<file path="config.mk">
export PLATFORM = sky130hd
export DESIGN_NAME = irq_chain_top
export DESIGN_NICKNAME = d
export VERILOG_FILES = /design/src/rtl/irq_pkg.sv /design/src/rtl/irq_cell.sv /design/src/rtl/irq_chain.sv /design/src/rtl/irq_ctrl.sv /design/src/rtl/irq_chain_top.sv
export SDC_FILE = /design/constraint.sdc
export NUM_CORES = 1
export LEC_CHECK = 0
export BUFFER_PORTS_ARGS = -buffer_cell sky130_fd_sc_hd__buf_2
export CORE_AREA = 2 2 39 41
export DETAILED_ROUTE_END_ITERATION = 8
export DIE_AREA = 0 0 41 43
export HOLD_SLACK_MARGIN = 0.02
export PLACE_DENSITY = 0.68
export SLEW_MARGIN = 30
export SYNTH_ARGS = -nofsm -noshare
export SYNTH_HDL_FRONTEND = slang
export SYNTH_SLANG_ARGS = --single-unit
export TNS_END_PERCENT = 10
</file>
<file path="constraint.sdc">
create_clock -name clk -period 1 [get_ports clk]
set_input_delay 0 -clock clk [delete_from_list [all_inputs] [get_ports clk]]
set_output_delay 0 -clock clk [all_outputs]
set_load 0.02 [all_outputs]
</file>
<file path="src/rtl/irq_pkg.sv">
package irq_pkg;
  typedef enum logic [1:0] {
    CS_IDLE = 2'd0,
    CS_ACK  = 2'd1,
    CS_HOLD = 2'd2
  } ctl_state_t;
endpackage

</file>
<file path="src/rtl/irq_cell.sv">
module irq_cell #(
  parameter int VEC_W = 8,
  parameter logic [VEC_W-1:0] CELL_VEC = '0
) (
  input  logic             clk,
  input  logic             rst_n,
  input  logic             set_i,
  input  logic             clr_i,
  input  logic             pi,
  output logic             po,
  output logic             pend_o,
  output logic [VEC_W-1:0] vec_o
);
  logic pend_q;
  logic claim;

  // The acknowledge reaching an idle cell travels on; a pending cell stops it.
  assign po     = pi & ~pend_q;
  assign claim  = pi & pend_q;
  assign vec_o  = claim ? CELL_VEC : '0;
  assign pend_o = pend_q;

  always_ff @(posedge clk) begin
    if (!rst_n)                pend_q <= 1'b0;
    else if (set_i)            pend_q <= 1'b1;
    else if (clr_i || claim)   pend_q <= 1'b0;
  end
endmodule

</file>
<file path="src/rtl/irq_chain.sv">
module irq_chain #(
  parameter int N        = 4,
  parameter int VEC_W    = 8,
  parameter int VEC_BASE = 64,
  parameter int VEC_STEP = 4
) (
  input  logic             clk,
  input  logic             rst_n,
  input  logic [N-1:0]     set_i,
  input  logic [N-1:0]     clr_i,
  input  logic             ack_i,
  output logic             any_pend,
  output logic             claimed,
  output logic [VEC_W-1:0] bus
);
  logic [N:0]       link;
  logic [N-1:0]     pend;
  logic [VEC_W-1:0] drv [N];

  assign link[0] = ack_i;

  for (genvar i = 0; i < N; i++) begin : g_cell
    localparam logic [VEC_W-1:0] CV = VEC_W'(VEC_BASE + i * VEC_STEP);
    irq_cell #(.VEC_W(VEC_W), .CELL_VEC(CV)) u_cell (
      .clk    (clk),
      .rst_n  (rst_n),
      .set_i  (set_i[i]),
      .clr_i  (clr_i[i]),
      .pi     (link[i]),
      .po     (link[i+1]),
      .pend_o (pend[i]),
      .vec_o  (drv[i])
    );
  end

  always_comb begin
    bus = '0;
    for (int i = 0; i < N; i++) bus = bus | drv[i];
  end

  assign any_pend = |pend;
  // The acknowledge left the far end untouched only if nobody claimed it.
  assign claimed  = ack_i & ~link[N];
endmodule

</file>
<file path="src/rtl/irq_ctrl.sv">
module irq_ctrl
  import irq_pkg::*;
#(
  parameter int VEC_W = 8
) (
  input  logic             clk,
  input  logic             rst_n,
  input  logic             glb_en,
  input  logic             line_i,
  input  logic             claimed_i,
  input  logic [VEC_W-1:0] bus_i,
  output logic             ack_o,
  output logic             vec_valid,
  input  logic             vec_ready,
  output logic [VEC_W-1:0] vec_data,
  output logic             vec_spur
);
  ctl_state_t st_q;
  logic [VEC_W-1:0] data_q;
  logic spur_q;

  always_ff @(posedge clk) begin
    if (!rst_n) begin
      st_q   <= CS_IDLE;
      data_q <= '0;
      spur_q <= 1'b0;
    end else begin
      unique case (st_q)
        CS_IDLE: if (glb_en && line_i) st_q <= CS_ACK;
        CS_ACK: begin
          data_q <= claimed_i ? bus_i : '0;
          spur_q <= ~claimed_i;
          st_q   <= CS_HOLD;
        end
        CS_HOLD: if (vec_ready) st_q <= CS_IDLE;
        default: st_q <= CS_IDLE;
      endcase
    end
  end

  assign ack_o     = (st_q == CS_ACK);
  assign vec_valid = (st_q == CS_HOLD);
  assign vec_data  = data_q;
  assign vec_spur  = spur_q;
endmodule

</file>
<file path="src/rtl/irq_chain_top.sv">
module irq_chain_top #(
  parameter int N        = 4,
  parameter int VEC_W    = 8,
  parameter int VEC_BASE = 64,
  parameter int VEC_STEP = 4
) (
  input  logic             clk,
  input  logic             rst_n,
  input  logic             glb_en,
  input  logic [N-1:0]     src_set,
  input  logic [N-1:0]     src_clr,
  output logic             irq_line,
  output logic             ack,
  output logic             vec_valid,
  input  logic             vec_ready,
  output logic [VEC_W-1:0] vec_data,
  output logic             vec_spur
);
  logic             claimed;
  logic [VEC_W-1:0] bus;

  irq_chain #(.N(N), .VEC_W(VEC_W), .VEC_BASE(VEC_BASE), .VEC_STEP(VEC_STEP)) u_chain (
    .clk      (clk),
    .rst_n    (rst_n),
    .set_i    (src_set),
    .clr_i    (src_clr),
    .ack_i    (ack),
    .any_pend (irq_line),
    .claimed  (claimed),
    .bus      (bus)
  );

  irq_ctrl #(.VEC_W(VEC_W)) u_ctrl (
    .clk       (clk),
    .rst_n     (rst_n),
    .glb_en    (glb_en),
    .line_i    (irq_line),
    .claimed_i (claimed),
    .bus_i     (bus),
    .ack_o     (ack),
    .vec_valid (vec_valid),
    .vec_ready (vec_ready),
    .vec_data  (vec_data),
    .vec_spur  (vec_spur)
  );
endmodule

</file>
Word-level counts from Yosys, hierarchy flattened
Cells that the tools add are included.

Register bits after elaboration: 15. Latch bits: 0. RAM bits: 0. Memory bits (read-only): 0. Input bits: 12. Word-level logic and storage cells: 57. Memories kept: 0.

Add/sub/neg operators: 0. Multipliers: 0. Divide/modulo/power cells: 0. Order comparisons: 0. Equal/unequal tests: 4. Shifts and indexed selects: 0. Muxes and demuxes: 16. Bitwise operators: 18. Reductions and logical operators: 12.

Operator list (count): $mux 7 (4); $or 8x7->8 (2); $and 1x1->1 (9); $mux 1 (8); $mux 8 (1); $reduce_bool 2->1 (4); $or 7x7->7 (1); $not 1->1 (6); $pmux 2 s3 (1); $logic_or 1x1->1 (4); $mux 2 (2); $ne 2x1->1 const B (2); $reduce_or 4->1 (1); $eq 2x1->1 const B (1); $eq 2x2->1 const B (1); $logic_not 2->1 (1); $reduce_and 2->1 (1); $logic_and 1x1->1 (1).

Logic depth before layout (Yosys ltp)
Depth after elaboration: 8. Mapped depth: 4.

Modules after synthesis
From an unflattened synthesis, not the netlist that was laid out.

Cells, all modules: 114. Area, all modules: 1077.3 um2.

Modules (own cells, without submodules): irq_ctrl (instances 1, cells an instance 48, area an instance 523.0 um2); irq_cell (instances 4, cells an instance 14, area an instance 120.1 um2); irq_chain (instances 1, cells an instance 10, area an instance 73.8 um2).

Worst setup path before layout
No wires, ideal clock.

Path kind: reg-to-reg. Start: register u_ctrl.st_q[1]. End: register u_ctrl.st_q[1]. Data arrival time: 1.040 ns. Slack: -0.098 ns. Cell stages (with the launch flop): 4. Path buffers: 0. Period minus slack after synthesis: 1.098 ns. Cells stage by stage: dfxtp_1 nor2b_1 nor2b_1 o21a_1.

Word-level cells in the longest chain between the ends: 3. Elaborated cells on any way between the ends: 7. Classes of those cells: 4 x eq/ne; 1 x mux; 2 x reduce/logical.

RTL lines: start: declaration (RTL line irq_ctrl.sv:18) `ctl_state_t st_q;`; start signal: assignment (RTL line irq_ctrl.sv:24) `st_q <= CS_IDLE;`; start signal: assignment (RTL line irq_ctrl.sv:29) `CS_IDLE: if (glb_en && line_i) st_q <= CS_ACK;`; start signal: assignment (RTL line irq_ctrl.sv:33) `st_q <= CS_HOLD;`; $eq 2x2->1 (*); named net vec_valid (RTL line irq_chain_top.sv:14) `output logic vec_valid,`; $ne 2x1->1 (no source line); $reduce_and 2->1 (no source line).

Mark *: on every way through the listed nets, which the timed path passes. The rest lies on a longest branch. A chain may end at the register's enable or synchronous reset.

Final worst setup path
Start: register u_chain.g_cell[3].u_cell.pend_q. End: output irq_line.

Word-level cells in the longest chain between the ends: 1.

RTL lines: start: declaration (RTL line irq_cell.sv:14) `logic pend_q;`; start signal: assignment (RTL line irq_cell.sv:24) `if (!rst_n) pend_q <= 1'b0;`; start signal: assignment (RTL line irq_cell.sv:25) `else if (set_i) pend_q <= 1'b1;`; start signal: assignment (RTL line irq_cell.sv:26) `else if (clr_i || claim) pend_q <= 1'b0;`; $reduce_or 4->1 (RTL line irq_chain.sv:41) `assign any_pend = |pend;`; end: declaration (RTL line irq_chain_top.sv:12) `output logic irq_line,`.

No other way between the ends.

==> run metrics <==
outcome finished, violations left; failing checks negative setup slack; Synth Warn # 0; Initial Util 0.338; row count 14; r2r setup slk -60 ps; total power draw 928 uW; CTS Buf Count 3; mean cell area of the mapped netlist 9.18 um^2; Worst Path Arrival 1080 ps; Worst Setup Path Type reg2out; startpoint types flop; Crit Path Max Fanout 2; endpoints failing hold 0; Leakage 0.318 nW; TritonCTS clock tree built; Die H 43 um; layout cell share with drive strength beyond 1 0.475; Area contributors post-synth dfxtp_1, buf_4, o21a_1, nor4b_4, nor4_4; via-per-instance ratio 4.65; Antenna Nets Post-Route 0; All-Layer GR Usage 0.144; post-route insts no fill 96; first-pass GRT wire length 1670 um; Hold WC Path Type in2reg; clk sinks 10; share of the synthesized area in the top cell type 0.428; Critical Path RT 1000 ps; Yosys top cell by area dfxtp_1; diodes inserted 0; Post-Place Cells 87; Clock Latency Late Sink 260 ps; Ports 24; GRT overflow 0; Max-cap violations 0; NumNets Final 94; P&R area growth vs syn 52.9%; Mapped Area 468 um^2; CTS max path bufs 2; H-tree lvl count 1; vias in the first global route 391; GP Congestion 0.723; dpl hpwl 705 um; Setup violations, final 3; post-route clock skew 3.42 ps; part of the cycle the worst path needs 1.08; commonest non-fill, non-tap cell in the layout buf_2; initial antenna violation count 0; Final min period 1080 ps; Synth Instances 51; cell area power density 1300 nW/um^2; post-synth cell types 18; Routed WL 958 um; initial drt markers 5; post-route setup slack -75.2 ps; sequential area share after synthesis 0.428; area of the core 1380 um^2; die width 41 um; drc violations 0; post-synthesis sequential element count 10; RSZ-0062 raised after global routing yes; routed vias 446; full die area 1760 um^2; Max Freq 0.930 GHz; Max VDD drop 0.735 mV; root buf cell clkbuf_4; DRT Pass-1 Iters 4; Slew Limit Fails 0; port bufs 18; Worst Setup End Kind output pin; most frequent cells in the layout buf_2, dfxtp_2; WL/cell 9.98 um; clock slew seen by the registers of the worst setup and hold paths 60 ps; largest net degree at the start of global routing 14
layer usage:
| layer | up-vias | track usage | wire length [um] |
|---|---|---|---|
| li1 | 223 | - | - |
| met1 | 199 | 0.195 | 411 |
| met2 | 20 | 0.184 | 455 |
| met3 | 4 | 0.0471 | 71 |
| met4 | 0 | 0.100 | 20 |
| met5 | - | 0 | 0 |
cells by family (layout without fill, tap and decap cells):
group	after synthesis	in the layout	share of synthesized area
flops	10	10	0.428
buf+inv	10	35	0.128
other cells	1	5	0.00801
simple gates	16	16	0.251
compound gates	14	14	0.185
where the power goes:
part | total (mW) | switching [mW] | internal (mW)
clock network | 0.264 | 0.125 | 0.138
logic | 0.212 | 0.100 | 0.112
registers | 0.451 | 0.0258 | 0.426
total | 0.928 | 0.252 | 0.676
cell type report:
class | count | area, um^2
Inverter | 3 | 11.3
Clock buffer | 3 | 22.5
Timing Repair Buffer | 29 | 211
Sequential cell | 10 | 208
Tap cell | 16 | 20.0
Multi-Input combinational cell | 35 | 243
Fill cell | 144 | 668
timing repair:
| action | in CTS | in global routing |
|---|---|---|
| hold buffers | 5 | 0 |
| pin swaps | 2 | 0 |
| hold endpoints to repair | 5 | 0 |
| endpoints found under the setup margin | 7 | 10 |
| setup buffers | 1 | 0 |
| gates resized for setup | 11 | 8 |
sequential cells by signal, indices dropped and copies added, names as in the netlist:
name	flops
u_chain.g_cell.u_cell.pend_o	4
u_ctrl.vec_spur	1
u_ctrl.vec_data	3
u_ctrl.st_q	2
synth_stat cells:
master / count
nor4b_4: 1
a21oi_1: 4
dfxtp_1: 10
nor2b_1: 3
nor4_1: 1
conb_1: 1
nor3_1: 2
o22ai_1: 1
inv_1: 3
clkbuf_1: 1
o21a_1: 5
nand2b_1: 2
nand2_1: 4
nand3_1: 2
o211ai_1: 1
o21ai_0: 3
nor4_4: 1
buf_4: 6
through the flow:
| stage | TNS (ps) | area (um^2) | hold WS (ps) | util | setup slack, ps |
|---|---|---|---|---|---|
| CTS | -162 | 693 | 27.1 | 0.501 | -88.9 |
| finish | -168 | 716 | 35.8 | 0.517 | -75.2 |
| global placement | -56.5 | 584 | 216 | 0.422 | -44.2 |
| detailed placement | -82.6 | 584 | 216 | 0.422 | -56.7 |
| floorplan | -46.5 | 485 | 119 | - | -23.6 |
| global route | -408 | 716 | 45.4 | 0.517 | -121 |
worst max-delay path: stages (launching register included):
cell and delay [ps]:
dfxtp_2 330, nor4_4 270, inv_1 80, buf_6 130
worst paths after layout:
path | startpoint | end | cells after the start
setup / recovery | u_chain.g_cell[3].u_cell.pend_o | irq_line | 3
hold / removal | vec_ready | u_ctrl.st_q[1] | 3
hold reg to reg | u_ctrl.vec_spur | u_ctrl.vec_spur | 2
setup reg to reg | u_ctrl.st_q[1] | u_chain.g_cell[3].u_cell.pend_o | 3
Note: power is estimated with default switching activity, not from simulation.
